File: src/rtl/qpc_timer.sv
module qpc_timer #(
  parameter int CNT_W  = 16,
  parameter int NUM_CH = 8,
  parameter int CH_IDX = 1
) (
  input  logic             clk,
  input  logic             rst_n,
  input  logic             enc_a,
  input  logic             enc_b,
  input  logic             reg_we,
  input  logic [2:0]       reg_addr,
  input  logic [CNT_W-1:0] reg_wdata,
  output logic [CNT_W-1:0] reg_rdata
);
  localparam logic [2:0] A_CNT = 3'd0, A_CEIL = 3'd1, A_MODE = 3'd2,
                         A_CLR = 3'd3, A_STAT = 3'd4, A_START = 3'd5;
  localparam logic [3:0] M_X4 = 4'd4, M_PD = 4'd5, M_X2B = 4'd7;
  localparam logic [2:0] CLR_CMP = 3'd1;
  localparam int DIR_BIT = 7;
  localparam logic [CNT_W-1:0] CNT_MAX = '1;

  logic [2:0]        a_sh, b_sh;
  logic [CNT_W-1:0]  cnt_q, ceil_q;
  logic [3:0]        mode_q;
  logic [2:0]        clr_q;
  logic [NUM_CH-1:0] start_q;
  logic              dir_q;

  logic a_now, b_now, a_edge, b_edge, a_rise;
  logic hit, step_up, step, en, cnt_wr, cmp_clr;
  logic [CNT_W-1:0] up_next, dn_next;

  always_ff @(posedge clk or negedge rst_n)
    if (!rst_n) begin
      a_sh <= '0;
      b_sh <= '0;
    end else begin
      a_sh <= {a_sh[1:0], enc_a};
      b_sh <= {b_sh[1:0], enc_b};
    end

  assign a_now  = a_sh[1];
  assign b_now  = b_sh[1];
  assign a_edge = a_sh[1] ^ a_sh[2];
  assign b_edge = b_sh[1] ^ b_sh[2];
  assign a_rise = a_sh[1] & ~a_sh[2];

  always_comb begin
    hit     = 1'b0;
    step_up = 1'b0;
    case (mode_q)
      M_X4: begin
        hit     = a_edge ^ b_edge;
        step_up = a_edge ? (a_now ^ b_now) : ~(a_now ^ b_now);
      end
      M_PD: begin
        hit     = a_rise;
        step_up = b_now;
      end
      M_X2B: begin
        hit     = b_edge;
        step_up = ~(a_now ^ b_now);
      end
      default: ;
    endcase
  end

  assign en      = start_q[CH_IDX];
  assign step    = hit & en;
  assign cnt_wr  = reg_we && (reg_addr == A_CNT);
  assign cmp_clr = (clr_q == CLR_CMP);
  assign up_next = (cmp_clr && cnt_q == ceil_q) ? '0 : cnt_q + 1'b1;
  assign dn_next = (cnt_q == '0) ? (cmp_clr ? ceil_q : CNT_MAX) : cnt_q - 1'b1;

  always_ff @(posedge clk or negedge rst_n)
    if (!rst_n) begin
      cnt_q <= '0;
      dir_q <= 1'b1;
    end else begin
      if (cnt_wr)    cnt_q <= reg_wdata;
      else if (step) cnt_q <= step_up ? up_next : dn_next;
      if (step)      dir_q <= step_up;
    end

  always_ff @(posedge clk or negedge rst_n)
    if (!rst_n) begin
      ceil_q  <= CNT_MAX;
      mode_q  <= M_X4;
      clr_q   <= CLR_CMP;
      start_q <= '0;
    end else if (reg_we) begin
      case (reg_addr)
        A_CEIL:  ceil_q  <= reg_wdata;
        A_MODE:  mode_q  <= reg_wdata[3:0];
        A_CLR:   clr_q   <= reg_wdata[2:0];
        A_START: start_q <= reg_wdata[NUM_CH-1:0];
        default: ;
      endcase
    end

  always_comb begin
    reg_rdata = '0;
    case (reg_addr)
      A_CNT:   reg_rdata = cnt_q;
      A_CEIL:  reg_rdata = ceil_q;
      A_MODE:  reg_rdata[3:0] = mode_q;
      A_CLR:   reg_rdata[2:0] = clr_q;
      A_STAT:  reg_rdata[DIR_BIT] = dir_q;
      A_START: reg_rdata[NUM_CH-1:0] = start_q;
      default: ;
    endcase
  end
endmodule

File: config.mk
export PLATFORM = sky130hd
export DESIGN_NAME = qpc_timer
export DESIGN_NICKNAME = d
export VERILOG_FILES = /design/src/rtl/qpc_timer.sv
export SDC_FILE = /design/constraint.sdc
export NUM_CORES = 1
export LEC_CHECK = 0
export ABC_AREA = 1
export CORE_ASPECT_RATIO = 1.4
export CORE_UTILIZATION = 63
export DETAILED_ROUTE_END_ITERATION = 6
export DONT_BUFFER_PORTS = 1
export PLACE_DENSITY = 0.78
export SLEW_MARGIN = 20
export SYNTH_ARGS = -nofsm -noshare
export SYNTH_HDL_FRONTEND = slang
export SYNTH_SLANG_ARGS = --single-unit
File: constraint.sdc
create_clock -name clk -period 2.1 [get_ports clk]
set_input_delay 0.42 -clock clk [delete_from_list [all_inputs] [get_ports clk]]
set_output_delay 0.42 -clock clk [all_outputs]
set_load 0.01 [all_outputs]
==> results.json, run 1 <==
{
  "clk_pin_slew_ps": 110,
  "fin_crit_sh": 0.9522,
  "cts_buffers": 5,
  "tns_ps": 0,
  "post-route-util": 0.6734,
  "yosysTopAreaCellShare": 0.2032,
  "pwr-share-seq": 0.375,
  "finalWorstSetupSlack_ps": 100.3,
  "core_area_um2": 6613,
  "dieWidth_um": 71.91,
  "slowest_delay_ps": 590,
  "status": "finished, final reports clean",
  "htreeDepth": 2,
  "dieHeight_um": 99.87,
  "io-pin-count": 40,
  "hold_class": "in -> reg",
  "rsz0062_at_grt": "no",
  "cts_sinks": 54,
  "arrival_ps": 2210,
  "netSwitchingPower_mw": 2.553,
  "synthesis.area_um2": 4310,
  "clock_latency_ps": 320,
  "final_common_cell": "nand2_1",
  "viasPerCell": 5.830,
  "start_kind": "flip-flop",
  "synth.area.top_cells": "dfrtp_1 20%, nand2_1 19%, dfstp_2 12%",
  "cp_max_fo": 16,
  "dp.cells": 725,
  "final_cell_mix": "221 x nand2_1, 74 x inv_1, 52 x nor2_1, 51 x nand3_1, 40 x o21ai_0",
  "final.fill_count": 613,
  "path_cells": "inv_2, nand2_1, nand2_1, nor2_1, nand2_1, nor2_2, nand3_4, nand3_1, nand2_1, nand2_1, nand2_1",
  "synth_cell_type_count": 40,
  "cts_buffer_depth": 2,
  "maxSlewViolCount": 0,
  "fin_skew_ps": 5.830,
  "gp_congestion": 0.9431,
  "p_int_mw": 2.458,
  "rows": 35,
  "grt_use_total": 0.3868,
  "cts_root_buf": "clkbuf_8",
  "grt_max_degree": 55,
  "post_drt_wl_per_cell_um": 18.08,
  "critPathSlowestCell": "dfrtp_1",
  "post_dp_cell_area_um2": 4319,
  "syn-num-nets": 674,
  "final_nets": 670,
  "drive_gt1_frac": 0.1353,
  "gr-usage-met2": 0.6981,
  "yosysTopAreaCell": "dfrtp_1",
  "grt_util_met3": 0.04719,
  "overflow": 0,
  "firstDrtPassIters": 5,
  "swShare": 0.5095,
  "port_buffers": 0,
  "area_delta_synth_final_pct": 3.309,
  "ir_drop_uv": 659.8,
  "diodes": 0,
  "cap_violations": 0,
  "routed_wl_um": 13290,
  "cts_tree": "yes",
  "grt_pass1_vias": 4176,
  "relSlewSlack": 0.6476,
  "met1_usage": 0.4225,
  "crit_required_ps": 2310,
  "setup_viol": 0,
  "grt_pass1_wl_um": 21050,
  "p_comb_frac": 0.499,
  "power_density_nw_per_um2": 1125,
  "synth_seq_cells": 54,
  "p_leak_nw": 2.297,
  "drtIter0Drc": 292,
  "path_class": "reg -> reg",
  "finalHoldViolations": 0,
  "drtAntennaViolNets": 0,
  "dp_hpwl_um": 10010,
  "drc": 0,
  "synthCells": 646,
  "worstMarginPinSlew_ps": 524.5,
  "grt_busiest_layer": "met2",
  "cp-end-kind": "flip-flop",
  "ys_seq_area_frac": 0.3190,
  "ys_warn_count": 0,
  "cpMostUsedCell": "nand2_1",
  "vias": 4285,
  "layout.cells.non_filler": 735,
  "antenna_found_initial": 0,
  "initial_core_util": 0.6518,
  "clkPwrFrac": 0.126,
  "finalCriticalPeriod_ps": 2000,
  "dieArea_um2": 7181,
  "fin_area_um2": 4453,
  "post-place-ws_ps": 163.4,
  "fmax_ghz": 0.5001,
  "syn_area_per_cell_um2": 6.672
}
==> metrics by stage <==
step	hold slack [ps]	power, mW
finish	118.3	5.011
global route	108.3	5.356
CTS	112.5	4.949
detailed placement	125.5	4.289
global placement	125.3	4.236
floorplan	124.4	3.757
==> worst max-delay path: cells and delay by family, from the launching register on <==
family	cells	cell delay (ps)
and+or+nand+nor	10	1190
DFF	1	590
buffers and inverters	1	120
==> area by class of cell <==
cell class	count	area, µm²	share of cell area
well taps	92	115.1	0.02585
clock buffers	6	72.57	0.01630
clock inverters	2	17.52	0.003934
inverters	85	327.8	0.07362
multi-input cells	483	2424	0.5443
flip-flops and latches	54	1376	0.3091
repair buffers	13	120.1	0.02697
==> layer usage <==
layer  routed length (µm)  vias up
li1                     -     2039
met1                 4931     1993
met2                 6829      191
met5                    0        -
met3                  674       62
met4                  857        0
==> cells by family (layout without fill, tap and decap cells) <==
| family | after synthesis | in the layout | synth area share |
|---|---|---|---|
| buffers and inverters | 109 | 106 | 0.1199 |
| flip-flops | 54 | 54 | 0.3190 |
| AO/OA/AOI/OAI | 81 | 81 | 0.1089 |
| multiplexers | 1 | 1 | 0.002612 |
| XOR/XNOR | 17 | 17 | 0.03454 |
| adder cells (fa/ha/maj) | 4 | 4 | 0.01161 |
| AND/OR/NAND/NOR | 380 | 380 | 0.4035 |
==> power by group through the flow <==
stage	sequential, mW	clock (mW)	combinational (mW)
after floorplan	1.54	0	2.22
after CTS	1.85	0.640	2.45
after detailed placement	1.87	0	2.41
after global routing	1.91	0.661	2.78
after global placement	1.86	0	2.38
final	1.88	0.633	2.50
==> synthesized netlist by cell type, drive strengths merged <==
| library cell | count |
|---|---|
| nand2 | 230 |
| o221ai | 3 |
| dfstp | 19 |
| buf | 18 |
| dfrtp | 35 |
| nor2 | 70 |
| ha | 4 |
| nand3 | 58 |
| clkinv | 2 |
| mux2 | 1 |
| xnor2 | 3 |
| o21ai | 43 |
| o22ai | 9 |
| a22oi | 2 |
| nand4 | 11 |
| nor3 | 11 |
| clkbuf | 6 |
| a221oi | 3 |
| inv | 83 |
| a21oi | 16 |
| o211ai | 4 |
| o2111ai | 1 |
| xor2 | 14 |
==> path summary, 6_finish.rpt <==
| check | cells after the start | slack, ps | from | end |
|---|---|---|---|---|
| setup reg to reg | 11 | 100 | cnt_q[6] | cnt_q[4] |
| hold reg to reg | 0 | 360 | a_sh[0] | a_sh[1] |
| min in group asynchronous | 2 | 640 | rst_n | cnt_q[11] |
| hold / removal | 0 | 120 | enc_b | b_sh[0] |
| setup / recovery | 11 | 100 | cnt_q[6] | cnt_q[4] |
| max in group asynchronous | 2 | 1160 | rst_n | ceil_q[4] |
==> flip-flops by register name (all words and copies together), names as in the netlist <==
| register | cells |
|---|---|
| a_sh | 3 |
| b_sh | 3 |
| ceil_q | 16 |
| clr_q | 3 |
| cnt_q | 16 |
| dir_q | 1 |
| mode_q | 4 |
| start_q | 8 |
==> timing repair <==
action / CTS / global route
buffers inserted: 0 / 0
endpoints found under the setup margin: 0 / 6
endpoints found under the hold margin: 54 / 0
hold buffers: 2 / 0
gates resized for setup: 0 / 3
Note: power is estimated with default switching activity, not from simulation.
==> run 2: changes to the inputs <==
CORE_MARGIN = 10   (was default)
==> run 2 against run 1 <==
First-iteration DRC count is 34% higher. Fmax decreased by 1.8%. Clock skew is 4.8 ps higher. Flip-flop and latch count unchanged. Routed wire length grew 2.4%. Final area increased by 0.45%. Power grew 0.85%. Combinational power barely moved. Clock-buffer cell count stayed put. Critical path depth fell by 7. Die area increased by 48%. Critical endpoint is now reg_rdata[2]. Largest power group unchanged. Highest routed layer unchanged.
==> results.json, run 2 (synthesis gave the netlist of run 1 again) <==
{
  "overflow": 0,
  "hold_class": "in -> reg",
  "tns_ps": 0,
  "clk_pin_slew_ps": 110,
  "area_delta_synth_final_pct": 3.774,
  "diodes": 0,
  "routed_wl_um": 13620,
  "clock_latency_ps": 320,
  "core_area_um2": 6613,
  "grt_max_degree": 55,
  "cts_sinks": 54,
  "final_nets": 670,
  "dp_hpwl_um": 10160,
  "layout.cells.non_filler": 735,
  "cts_buffers": 5,
  "port_buffers": 0,
  "path_class": "reg -> out",
  "cp_max_fo": 9,
  "drive_gt1_frac": 0.1353,
  "grt_pass1_vias": 4187,
  "finalWorstSetupSlack_ps": 63.87,
  "start_kind": "flip-flop",
  "drc": 0,
  "gp_congestion": 1.003,
  "vias": 4312,
  "crit_required_ps": 1680,
  "setup_viol": 0,
  "rows": 35,
  "final_common_cell": "nand2_1",
  "cp-end-kind": "output port",
  "dieWidth_um": 89.91,
  "antenna_found_initial": 0,
  "io-pin-count": 40,
  "viasPerCell": 5.867,
  "drtAntennaViolNets": 0,
  "cap_violations": 0,
  "drtIter0Drc": 390,
  "post-place-ws_ps": 119.1,
  "cts_root_buf": "clkbuf_8",
  "cts_buffer_depth": 2,
  "final_cell_mix": "221 x nand2_1, 74 x inv_1, 52 x nor2_1, 51 x nand3_1, 39 x o21ai_0",
  "fmax_ghz": 0.4911,
  "relSlewSlack": 0.6928,
  "status": "finished, final reports clean",
  "top_regs": "ceil_q x16, cnt_q x16, start_q x8",
  "post_drt_wl_per_cell_um": 18.53,
  "grt_use_total": 0.2528,
  "grt_pass1_wl_um": 21720,
  "post_cts_buffers": 0,
  "initial_core_util": 0.6518,
  "finalCriticalPeriod_ps": 2036,
  "maxSlewViolCount": 0,
  "dieArea_um2": 10600,
  "fin_crit_sh": 0.9696,
  "dp.cells": 725,
  "rsz0062_at_grt": "no",
  "power_density_nw_per_um2": 1130,
  "p_leak_nw": 2.300,
  "p_total_mw": 5.053,
  "cts_tree": "yes",
  "finalHoldViolations": 0,
  "htreeDepth": 2,
  "dieHeight_um": 117.9,
  "firstDrtPassIters": 5,
  "arrival_ps": 1620,
  "worstMarginPinSlew_ps": 457.3,
  "fin_skew_ps": 10.65,
  "ir_drop_uv": 509.1
}
run 2: changes by cell type in the layout (fill, tap and decap cells not counted), sizes merged:
cell      previous run  this run
inv                 85        83
clkinvlp             0         1
bufinv               0         1
run 2: worst paths after layout:
kind	cells after the start	end	from	slack [ps]
max	4	reg_rdata[2]	cnt_q[2]	60
min	0	a_sh[0]	enc_a	130
max reg2reg	11	cnt_q[6]	cnt_q[11]	120
min reg2reg	0	a_sh[1]	a_sh[0]	370
max in group asynchronous	2	ceil_q[5]	rst_n	1190
min in group asynchronous	2	cnt_q[10]	rst_n	610
run 2: layout make-up:
| cell class | count | area [µm²] |
|---|---|---|
| multi-input combinational | 483 | 2424 |
| clock buffer | 6 | 72.57 |
| clock inverter | 2 | 37.54 |
| tap | 92 | 115.1 |
| timing repair buffer | 13 | 120.1 |
| fill | 605 | 2140 |
| sequential | 54 | 1376 |
| inverter | 85 | 327.8 |
run 2: worst max-delay path: stages, from the launching register on:
cell,delay [ps]
dfrtp_2,490
inv_1,180
o22ai_1,140
a221oi_1,290
o21ai_1,190
run 2: what timing repair did:
item,4_1_cts,5_1_grt
hold buffers,2,0
gates resized for setup,0,4
hold endpoints to repair,54,0
endpoints found under the setup margin,0,13
run 2: metal layers:
| metal | GRT usage | vias to the layer above | wire length, µm |
|---|---|---|---|
| li1 | - | 2046 | - |
| met1 | 0.2700 | 1989 | 4874 |
| met2 | 0.4470 | 215 | 6957 |
| met3 | 0.03893 | 62 | 846 |
| met4 | 0.1667 | 0 | 939 |
| met5 | 0 | - | 0 |
run 2: power breakdown:
| part | internal [mW] | switching, mW | leakage [nW] |
|---|---|---|---|
| sequential | 1.35 | 0.501 | 0.634 |
| combinational | 0.865 | 1.61 | 1.61 |
| clock | 0.357 | 0.366 | 0.0514 |
| total | 2.57 | 2.48 | 2.30 |
run 2: metrics by stage:
| step | instance area [µm²] | hold WS [ps] | util |
|---|---|---|---|
| 4_1_cts | 4467 | 123.1 | 0.6755 |
| 3_3_place_gp | 4319 | 126.1 | 0.6532 |
| 5_1_grt | 4473 | 116.5 | 0.6764 |
| 3_5_place_dp | 4319 | 126.3 | 0.6532 |
| 2_1_floorplan | 4310 | 124.4 | - |
| 6_report | 4473 | 125.8 | 0.6764 |
